==> src/rtl/tmr_channel_pkg.sv <==
`timescale 1ns/1ps
package tmr_channel_pkg;

    localparam int MODE_W = 3;

    // Operating modes after aliasing
    typedef enum logic [MODE_W-1:0] {
        M_INT      = 3'd0,
        M_ONESHOT  = 3'd1,
        M_RATE     = 3'd2,
        M_SQUARE   = 3'd3,
        M_SWSTROBE = 3'd4,
        M_HWSTROBE = 3'd5
    } mode_e;

    // Progress of a one-pass count sequence
    typedef enum logic [1:0] {
        PH_IDLE = 2'd0,  // waiting for first load or for a gate trigger
        PH_RUN  = 2'd1,  // counting towards zero
        PH_TERM = 2'd2,  // count just reached zero
        PH_DONE = 2'd3   // past terminal count, still wrapping
    } phase_e;

    // Values 6 and 7 fold onto the two periodic modes
    function automatic mode_e norm_mode(input logic [MODE_W-1:0] m);
        if (m[2] && m[1]) begin
            return mode_e'({1'b0, m[1:0]});
        end
        return mode_e'(m);
    endfunction

    function automatic phase_e phase_after_step(input phase_e ph, input logic at_one);
        phase_e r;
        r = ph;
        if (ph == PH_RUN && at_one) begin
            r = PH_TERM;
        end else if (ph == PH_TERM) begin
            r = PH_DONE;
        end
        return r;
    endfunction

endpackage

==> src/rtl/tmr_gate_sync.sv <==
`timescale 1ns/1ps
module tmr_gate_sync (
    input  logic clk,
    input  logic rst_n,
    input  logic gate,
    output logic gate_q,
    output logic gate_rise
);
    logic gate_d;

    always_comb begin
        gate_d    = gate;
        gate_rise = gate && !gate_q;
    end

    always_ff @(posedge clk or negedge rst_n) begin
        if (!rst_n) begin
            gate_q <= 1'b0;
        end else begin
            gate_q <= gate_d;
        end
    end
endmodule

==> src/rtl/tmr_count_core.sv <==
`timescale 1ns/1ps
module tmr_count_core
    import tmr_channel_pkg::*;
#(
    parameter int CNT_W = 16
) (
    input  logic              clk,
    input  logic              rst_n,
    input  logic              tick,
    input  logic              gate,
    input  logic              gate_rise,
    input  logic              load,
    input  logic [CNT_W-1:0]  load_val,
    input  logic [MODE_W-1:0] mode_in,
    output logic [CNT_W-1:0]  count_q,
    output mode_e             mode_q,
    output phase_e            phase_q,
    output logic              sq_q
);
    localparam logic [CNT_W-1:0] ONE       = CNT_W'(1);
    localparam logic [CNT_W-1:0] TWO       = CNT_W'(2);
    localparam logic [CNT_W-1:0] EVEN_MASK = ~ONE;

    typedef struct packed {
        logic [CNT_W-1:0] count;
        logic [CNT_W-1:0] init;
        mode_e            mode;
        phase_e           phase;
        logic             sq;
    } chan_st_t;

    chan_st_t st_d, st_q;
    mode_e    mode_new;

    always_comb begin
        st_d     = st_q;
        mode_new = norm_mode(mode_in);
        if (load) begin
            st_d.init  = load_val;
            st_d.mode  = mode_new;
            st_d.sq    = 1'b1;
            st_d.count = (mode_new == M_SQUARE) ? (load_val & EVEN_MASK) : load_val;
            st_d.phase = (mode_new == M_ONESHOT || mode_new == M_HWSTROBE) ? PH_IDLE : PH_RUN;
        end else begin
            case (st_q.mode)
                M_INT, M_SWSTROBE: begin
                    // level-gated single-step counting, edges ignored
                    if (tick && gate && st_q.phase != PH_IDLE) begin
                        st_d.count = st_q.count - ONE;
                        st_d.phase = phase_after_step(st_q.phase, st_q.count == ONE);
                    end
                end
                M_ONESHOT, M_HWSTROBE: begin
                    // edge-triggered, gate level irrelevant once started
                    if (gate_rise) begin
                        st_d.count = st_q.init;
                        st_d.phase = PH_RUN;
                    end else if (tick && st_q.phase != PH_IDLE) begin
                        st_d.count = st_q.count - ONE;
                        st_d.phase = phase_after_step(st_q.phase, st_q.count == ONE);
                    end
                end
                M_RATE: begin
                    if (gate_rise) begin
                        st_d.count = st_q.init;
                    end else if (tick && gate) begin
                        st_d.count = (st_q.count == ONE) ? st_q.init : st_q.count - ONE;
                    end
                end
                M_SQUARE: begin
                    if (!gate) begin
                        st_d.sq = 1'b1;
                    end else if (gate_rise) begin
                        st_d.count = st_q.init & EVEN_MASK;
                        st_d.sq    = 1'b1;
                    end else if (tick) begin
                        if (st_q.count == TWO) begin
                            st_d.count = st_q.init & EVEN_MASK;
                            st_d.sq    = !st_q.sq;
                        end else begin
                            st_d.count = st_q.count - TWO;
                        end
                    end
                end
                default: begin
                    st_d = st_q;
                end
            endcase
        end
    end

    always_ff @(posedge clk or negedge rst_n) begin
        if (!rst_n) begin
            st_q.count <= '0;
            st_q.init  <= '0;
            st_q.mode  <= M_INT;
            st_q.phase <= PH_IDLE;
            st_q.sq    <= 1'b1;
        end else begin
            st_q <= st_d;
        end
    end

    assign count_q = st_q.count;
    assign mode_q  = st_q.mode;
    assign phase_q = st_q.phase;
    assign sq_q    = st_q.sq;
endmodule

==> src/rtl/tmr_out_decode.sv <==
`timescale 1ns/1ps
module tmr_out_decode
    import tmr_channel_pkg::*;
#(
    parameter int CNT_W = 16
) (
    input  mode_e            mode_q,
    input  phase_e           phase_q,
    input  logic [CNT_W-1:0] count_q,
    input  logic             sq_q,
    input  logic             gate_q,
    output logic             out_pin
);
    localparam logic [CNT_W-1:0] ONE = CNT_W'(1);

    always_comb begin
        case (mode_q)
            M_INT, M_ONESHOT:       out_pin = (phase_q != PH_RUN);
            M_SWSTROBE, M_HWSTROBE: out_pin = (phase_q != PH_TERM);
            M_RATE:                 out_pin = !gate_q || (count_q != ONE);
            M_SQUARE:               out_pin = sq_q;
            default:                out_pin = 1'b1;
        endcase
    end
endmodule

==> src/rtl/tmr_channel.sv <==
`timescale 1ns/1ps
module tmr_channel
    import tmr_channel_pkg::*;
#(
    parameter int CNT_W = 16
) (
    input  logic              clk,
    input  logic              rst_n,
    input  logic              tick,
    input  logic              gate,
    input  logic              load,
    input  logic [CNT_W-1:0]  load_val,
    input  logic [MODE_W-1:0] mode,
    output logic [CNT_W-1:0]  count,
    output logic              out_pin
);
    logic   gate_q;
    logic   gate_rise;
    mode_e  mode_q;
    phase_e phase_q;
    logic   sq_q;

    tmr_gate_sync u_gate (
        .clk       (clk),
        .rst_n     (rst_n),
        .gate      (gate),
        .gate_q    (gate_q),
        .gate_rise (gate_rise)
    );

    tmr_count_core #(.CNT_W(CNT_W)) u_core (
        .clk       (clk),
        .rst_n     (rst_n),
        .tick      (tick),
        .gate      (gate),
        .gate_rise (gate_rise),
        .load      (load),
        .load_val  (load_val),
        .mode_in   (mode),
        .count_q   (count),
        .mode_q    (mode_q),
        .phase_q   (phase_q),
        .sq_q      (sq_q)
    );

    tmr_out_decode #(.CNT_W(CNT_W)) u_out (
        .mode_q  (mode_q),
        .phase_q (phase_q),
        .count_q (count),
        .sq_q    (sq_q),
        .gate_q  (gate_q),
        .out_pin (out_pin)
    );
endmodule

==> config.mk <==
export PLATFORM = sky130hd
export DESIGN_NAME = tmr_channel
export DESIGN_NICKNAME = d
export VERILOG_FILES = /design/src/rtl/tmr_channel_pkg.sv /design/src/rtl/tmr_gate_sync.sv /design/src/rtl/tmr_count_core.sv /design/src/rtl/tmr_out_decode.sv /design/src/rtl/tmr_channel.sv
export SDC_FILE = /design/constraint.sdc
export NUM_CORES = 1
export LEC_CHECK = 0
export ABC_AREA = 1
export BUFFER_PORTS_ARGS = -buffer_cell sky130_fd_sc_hd__buf_2
export CAP_MARGIN = 20
export CORE_MARGIN = 8
export CORE_UTILIZATION = 35
export CTS_BUF_LIST = sky130_fd_sc_hd__clkbuf_4 sky130_fd_sc_hd__clkbuf_8
export DETAILED_ROUTE_END_ITERATION = 10
export SLEW_MARGIN = 25
export SYNTH_ARGS = -nofsm -noshare
export SYNTH_HDL_FRONTEND = slang
export SYNTH_HIERARCHICAL = 1
export SYNTH_SLANG_ARGS = --single-unit
export TNS_END_PERCENT = 50
==> constraint.sdc <==
create_clock -name clk -period 2.4 [get_ports clk]
set_input_delay 0.12 -clock clk [delete_from_list [all_inputs] [get_ports clk]]
set_output_delay 0.12 -clock clk [all_outputs]
set_load 0.01 [all_outputs]
* After elaboration in Yosys (flattened, before gate mapping) *
Index checks and enable logic that the tools add are counted.
W data, S select, Z words.

word-level totals
  register bits after elaboration = 39
  input bits = 24
  output and inout bits = 17

cells by class
  add/subtract/negate cells = 2
  equality and inequality tests = 22
  muxes and demuxes = 29
  reduce and logical (&&, ||, !) cells = 22

operators by type and width
  operator                 number
  $mux W16                 10
  $pmux W16 S4             1
  $mux W38                 1
  $eq A16 B1 Y1 const B    1
  $eq A16 B2 Y1 const B    1
  $ne A16 B1 Y1 const B    1
  $sub A16 B1 Y16 const B  1
  $sub A16 B2 Y16 const B  1
  $mux W2                  5
  $eq A3 B2 Y1 const B     3
  $eq A3 B3 Y1 const B     3
  $mux W1                  8
  $ne A4 B1 Y1 const B     2
  $ne A4 B3 Y1 const B     2
  $reduce_or A2 Y1         4
  $eq A3 B1 Y1 const B     2
  $logic_and A1 B1 Y1      6
  $mux W3                  2
  $reduce_and A3 Y1        2
  $reduce_and A6 Y1        1
  $reduce_bool A5 Y1       1
  $ne A4 B4 Y1 const B     1
  $pmux W1 S4              1
  $pmux W2 S2              1
  other kinds (11)         14

* Depth between registers and ports, before layout *
  depth in word-level cells = 7
  depth in mapped cells = 13
  depth with buffers taken out = 12

* Cells and area by module *
The synthesis kept the hierarchy.

modules (own cells, without submodules)
  module          times used  cells an instance  area each (um^2)  sequential area each (um^2)
  tmr_count_core  1           448                3021.6            952.2
  tmr_out_decode  1           28                 118.9             0.0
  tmr_gate_sync   1           3                  35.0              25.0

* Worst setup path before layout *
Ideal clock, no wire load.

  kind = register -> register
  start point = register, netlist name u_core/count_q[1]
  end point = register, netlist name u_core/count_q[14]
  library setup time = 0.122 ns
  arrival time = 1.539 ns
  data required time = 2.278 ns
  slack = 0.739 ns
  cell stages (with the launch flop) = 12
  path through = dfrtp_1 -> inv_1 -> ha_1 -> nand2_1 -> nor2_1 -> nand3_1 -> nor2_1 -> nand2_1 -> nand3_1 -> nand3_1 -> nand2_1 -> a21oi_1

between the ends
  longest elaborated chain between the ends = 7

RTL lines
  item                                              RTL line                                    text
  $sub A16 B2 Y16 or $eq A16 B2 Y1 (tied branches)  tmr_count_core.sv:81, tmr_count_core.sv:77
  $mux W16                                          tmr_count_core.sv:77                        if (st_q.count == TWO) begin
  $mux W16                                          tmr_count_core.sv:76                        end else if (tick) begin
  $mux W16                                          tmr_count_core.sv:73                        end else if (gate_rise) begin
  $mux W16                                          tmr_count_core.sv:71                        if (!gate) begin
  $pmux W16 S4 (*)                                  tmr_count_core.sv:45                        case (st_q.mode)
  $mux W38 (*)                                      tmr_count_core.sv:38                        if (load) begin

Mark *: on every way between the ends. The rest lies on a longest branch, timed or not. The select of a mux whose other input is x is not followed.
A chain may end at the register's enable or synchronous reset.

* Worst setup path in the final report *
  start point = register, netlist name u_core/count_q[0]
  end point = register, netlist name u_core/count_q[14]

between the ends
  longest elaborated chain between the ends = 7

RTL lines
  item                                              RTL line
  $sub A16 B2 Y16 or $eq A16 B2 Y1 (tied branches)  tmr_count_core.sv:81, tmr_count_core.sv:77
  $mux W16                                          tmr_count_core.sv:77
  $mux W16                                          tmr_count_core.sv:76
  $mux W16                                          tmr_count_core.sv:73
  $mux W16                                          tmr_count_core.sv:71
  $pmux W16 S4 (*)                                  tmr_count_core.sv:45
  $mux W38 (*)                                      tmr_count_core.sv:38

Marks and branches as above.

==> summary.md <==
| Metric | Value |
|---|---|
| Starting DRT DRC Count | roughly 160 |
| Finished Core Util | 0.387 |
| Met1 WL | between 3000 and 4000 um |
| Worst setup path category | reg -> reg |
| PwrDens | approximately 730 mW/mm^2 |
| Top-count cell post-synth | nand2_1 |
| Max Cap Viol | 0 |
| Run status | completed |
| Top_reg_cell synth | dfrtp_1 |
| FF+latch area | approximately 980 um^2 |
| Residual DRC count | 0 |
| Routed vias/inst | 4.96 |
| Synth Cell Area | between 0.003 and 0.004 mm^2 |
| Largest vdd supply drop | 246 uV |
| Crit path cell chain | inv_1 -> ha_1 -> nand2_1 -> nor2_1 -> nand3_1 -> nor2_1 -> nand2_1 -> nand3_1 -> nand3_1 -> nand2_1 -> a21oi_1 |
| Initial Util | 0.362 |
| P_leak | approximately 1.7 nW |
| Post-synth cell types | 31 |
| Die X-Extent | ~110 um |
| WHS | roughly 0.017 ns |
| WL per Instance | 14.0 um |
| Slew margin rel. | 0.402 |
| Placeable core area | ~0.0088 mm^2 |
| Num CTS Buffers | 5 |
| Final nets | roughly 530 |
| Post-synth top area share | 0.299 |
| Worst Setup SP | u_core/count_q[0] |
| Antenna Cells | 0 |
| CP endpoint kind | flip-flop |
| Grt ovf | 0 |
| Data required, critical path | between 2 and 3 ns |
| Setup TNS | 0 ns |
| Vias in the first global route | approximately 3,000 |
| Fin. Hold Viols | 0 |
| Worst-path fanout max | 7 |
| TritonCTS clock tree | yes |
| Top Metal Used | met4 |
| Initial antenna violation count | 0 |
| CTS Buffer Depth | 2 |
| WL met2 | roughly 4000 um |
| Multi-input logic area | 0.00178 mm^2 |
| Post-layout min period | roughly 2.2 ns |
| Critical path arrival | about 2.3 ns |
| Unrepaired setup endpoints after global routing | no |
| Detailed Routing Iterations Pass 1 | 4 |
| First-pass GRT wire length | roughly 14,000 um |
| Via Count | about 3,000 |
| Reg clk slew, reported paths | approximately 0.08 ns |
| Worst skew pair latency | 0.29 ns |
| Layout Cells excl Fill | around 610 |
| DRT Wirelength | ~8500 um |
| Tightest Pin Transition | 0.897 ns |
| I/O pins | 41 |
| PortBufs | 40 |
| Largest net degree at the start of global routing | 40 |
| Ranking of synthesized cells by area | dfrtp_1, nand2_1, nand3_1, nor2_1, buf_4 |
| Worst Hold Class | in -> reg |
| H-tree lvl count | 2 |
| Sequential share of the synthesized area | 0.308 |
| Met3 WL | ~390 um |
| Max-slew violations | 0 |
| Total GRT Usage | 0.135 |
| RR Startpoint | u_core/count_q[0] |
| Synth Instances | between 400 and 500 |
| Final Cycle Share | 0.898 |
| Hold path cells | 1 |
| Hpwl dp | 6180 um |
| Fmax | 464 MHz |
| Worst r2r path cells | 11 |
| Rows | 34 |
| Slowest-stage cell, CP | dfrtp_1 |
| Filler cell count | 950 |
| CTS root buffer | clkbuf_8 |
| Synth top cells by count | nand2_1, nor2_1, nand3_1 |
| Post-synth top area cell | dfrtp_1 |
| Placer congestion estimate | about 0.86 |
| Post-synth EDFFs | 0 |
| Placed cells | roughly 600 |
| Antenna-violating nets left | 0 |
| CP max stage delay | 0.48 ns |
| Area delta synth->final | 6.86% |
| Layout cell share with drive strength beyond 1 | 0.195 |
| FF+latch count, synth | 39 |
| Worst Skew | 0.00743 ns |
| CTS sink cnt | 39 |
| Die height | 111 um |
| Final setup viols | 0 |
| Die Area | roughly 0.012 mm^2 |
| Synth warn | 6 |
| Startpoint types | flip-flop |
| Hold path startpoint | gate |
| Post-CTS resize count | 0 |
| Async S/R FF share, synth | 1.00 |
| Syn avg cell area | 6.63 um^2 |
| Syn Nets | roughly 510 |
-- stage by stage --
step	power, mW	instance area, um^2	worst slack, ns
2_1_floorplan	1.81	3180	0.739
3_3_place_gp	1.98	3280	0.301
3_5_place_dp	1.99	3280	0.311
4_1_cts	2.51	3390	0.269
5_1_grt	2.69	3390	0.0821
6_report	2.49	3390	0.245
-- critical path: cells and delay by family, from the launching register on --
kind	cells	cell delay [ns]
fa+ha+maj	1	0.26
buf+inv	1	0.20
compound gates	1	0.06
flops	1	0.48
simple gates	8	1.05
-- path summary, 6_finish.rpt --
kind | end | slack (ns)
worst max-delay path | u_core/count_q[14] | 0.24
worst min-delay path | u_gate/gate_q | 0.02
worst max register to register | u_core/count_q[14] | 0.24
worst min register to register | u_core/st_q[14] | 0.48
max in group asynchronous | u_core/st_q[21] | 1.35
min in group asynchronous | u_core/st_q[17] | 0.49
-- layer usage --
| metal | up-vias | GRT usage |
|---|---|---|
| li1 | 1519 | - |
| met1 | 1416 | 0.167 |
| met2 | 60 | 0.232 |
| met3 | 4 | 0.0233 |
| met4 | 0 | 0.0436 |
| met5 | - | 0 |
-- registers in the layout (all words and copies together), names as in the netlist --
name	flops
u_gate/gate_q	1
u_core/phase_q	2
u_core/count_q	16
u_core/st_q	16
u_core/sq_q	1
u_core/mode_q	3
-- repair_timing --
action                                  CTS  global route
hold endpoints to repair                 34             0
setup buffers                             0             0
endpoints found under the setup margin    0             0
hold buffers                              1             0
-- layout by cell type, fill, tap and decap left out, drive strengths merged --
| cell | count |
|---|---|
| buf | 44 |
| nand3 | 48 |
| dfstp | 1 |
| or2 | 2 |
| nand2 | 169 |
| o21ai | 18 |
| dfrtp | 38 |
| xor2 | 11 |
| inv | 42 |
| a211oi | 1 |
| a21oi | 35 |
| o211ai | 1 |
| nor3b | 1 |
| nor3 | 4 |
| clkinvlp | 1 |
| ha | 5 |
| dlygate4sd3 | 1 |
| nor2 | 66 |
| nand4 | 2 |
| clkbuf | 7 |
-- cell families after synthesis --
logic type / share of synthesized area
DFF: 0.308
AOI/OAI and AO/OA: 0.107
and+or+nand+nor: 0.403
xor gates and xnor gates: 0.0303
adders and majority gates: 0.0197
buffers and inverters: 0.132
-- cell type report --
type	instances	area share
Sequential cell	39	0.288
Clock buffer	7	0.0284
Tap cell	108	0.0398
Clock inverter	1	0.00221
Timing Repair Buffer	45	0.0708
Inverter	42	0.0465
Multi-Input combinational cell	363	0.524
-- where the power goes --
part	leakage, nW	switching, mW	internal (mW)	total [mW]
Sequential	0.465	0.222	0.769	0.990
Clock	0.0505	0.242	0.262	0.504
Combinational	1.18	0.615	0.377	0.993
Power figures use the tool's default switching activity.
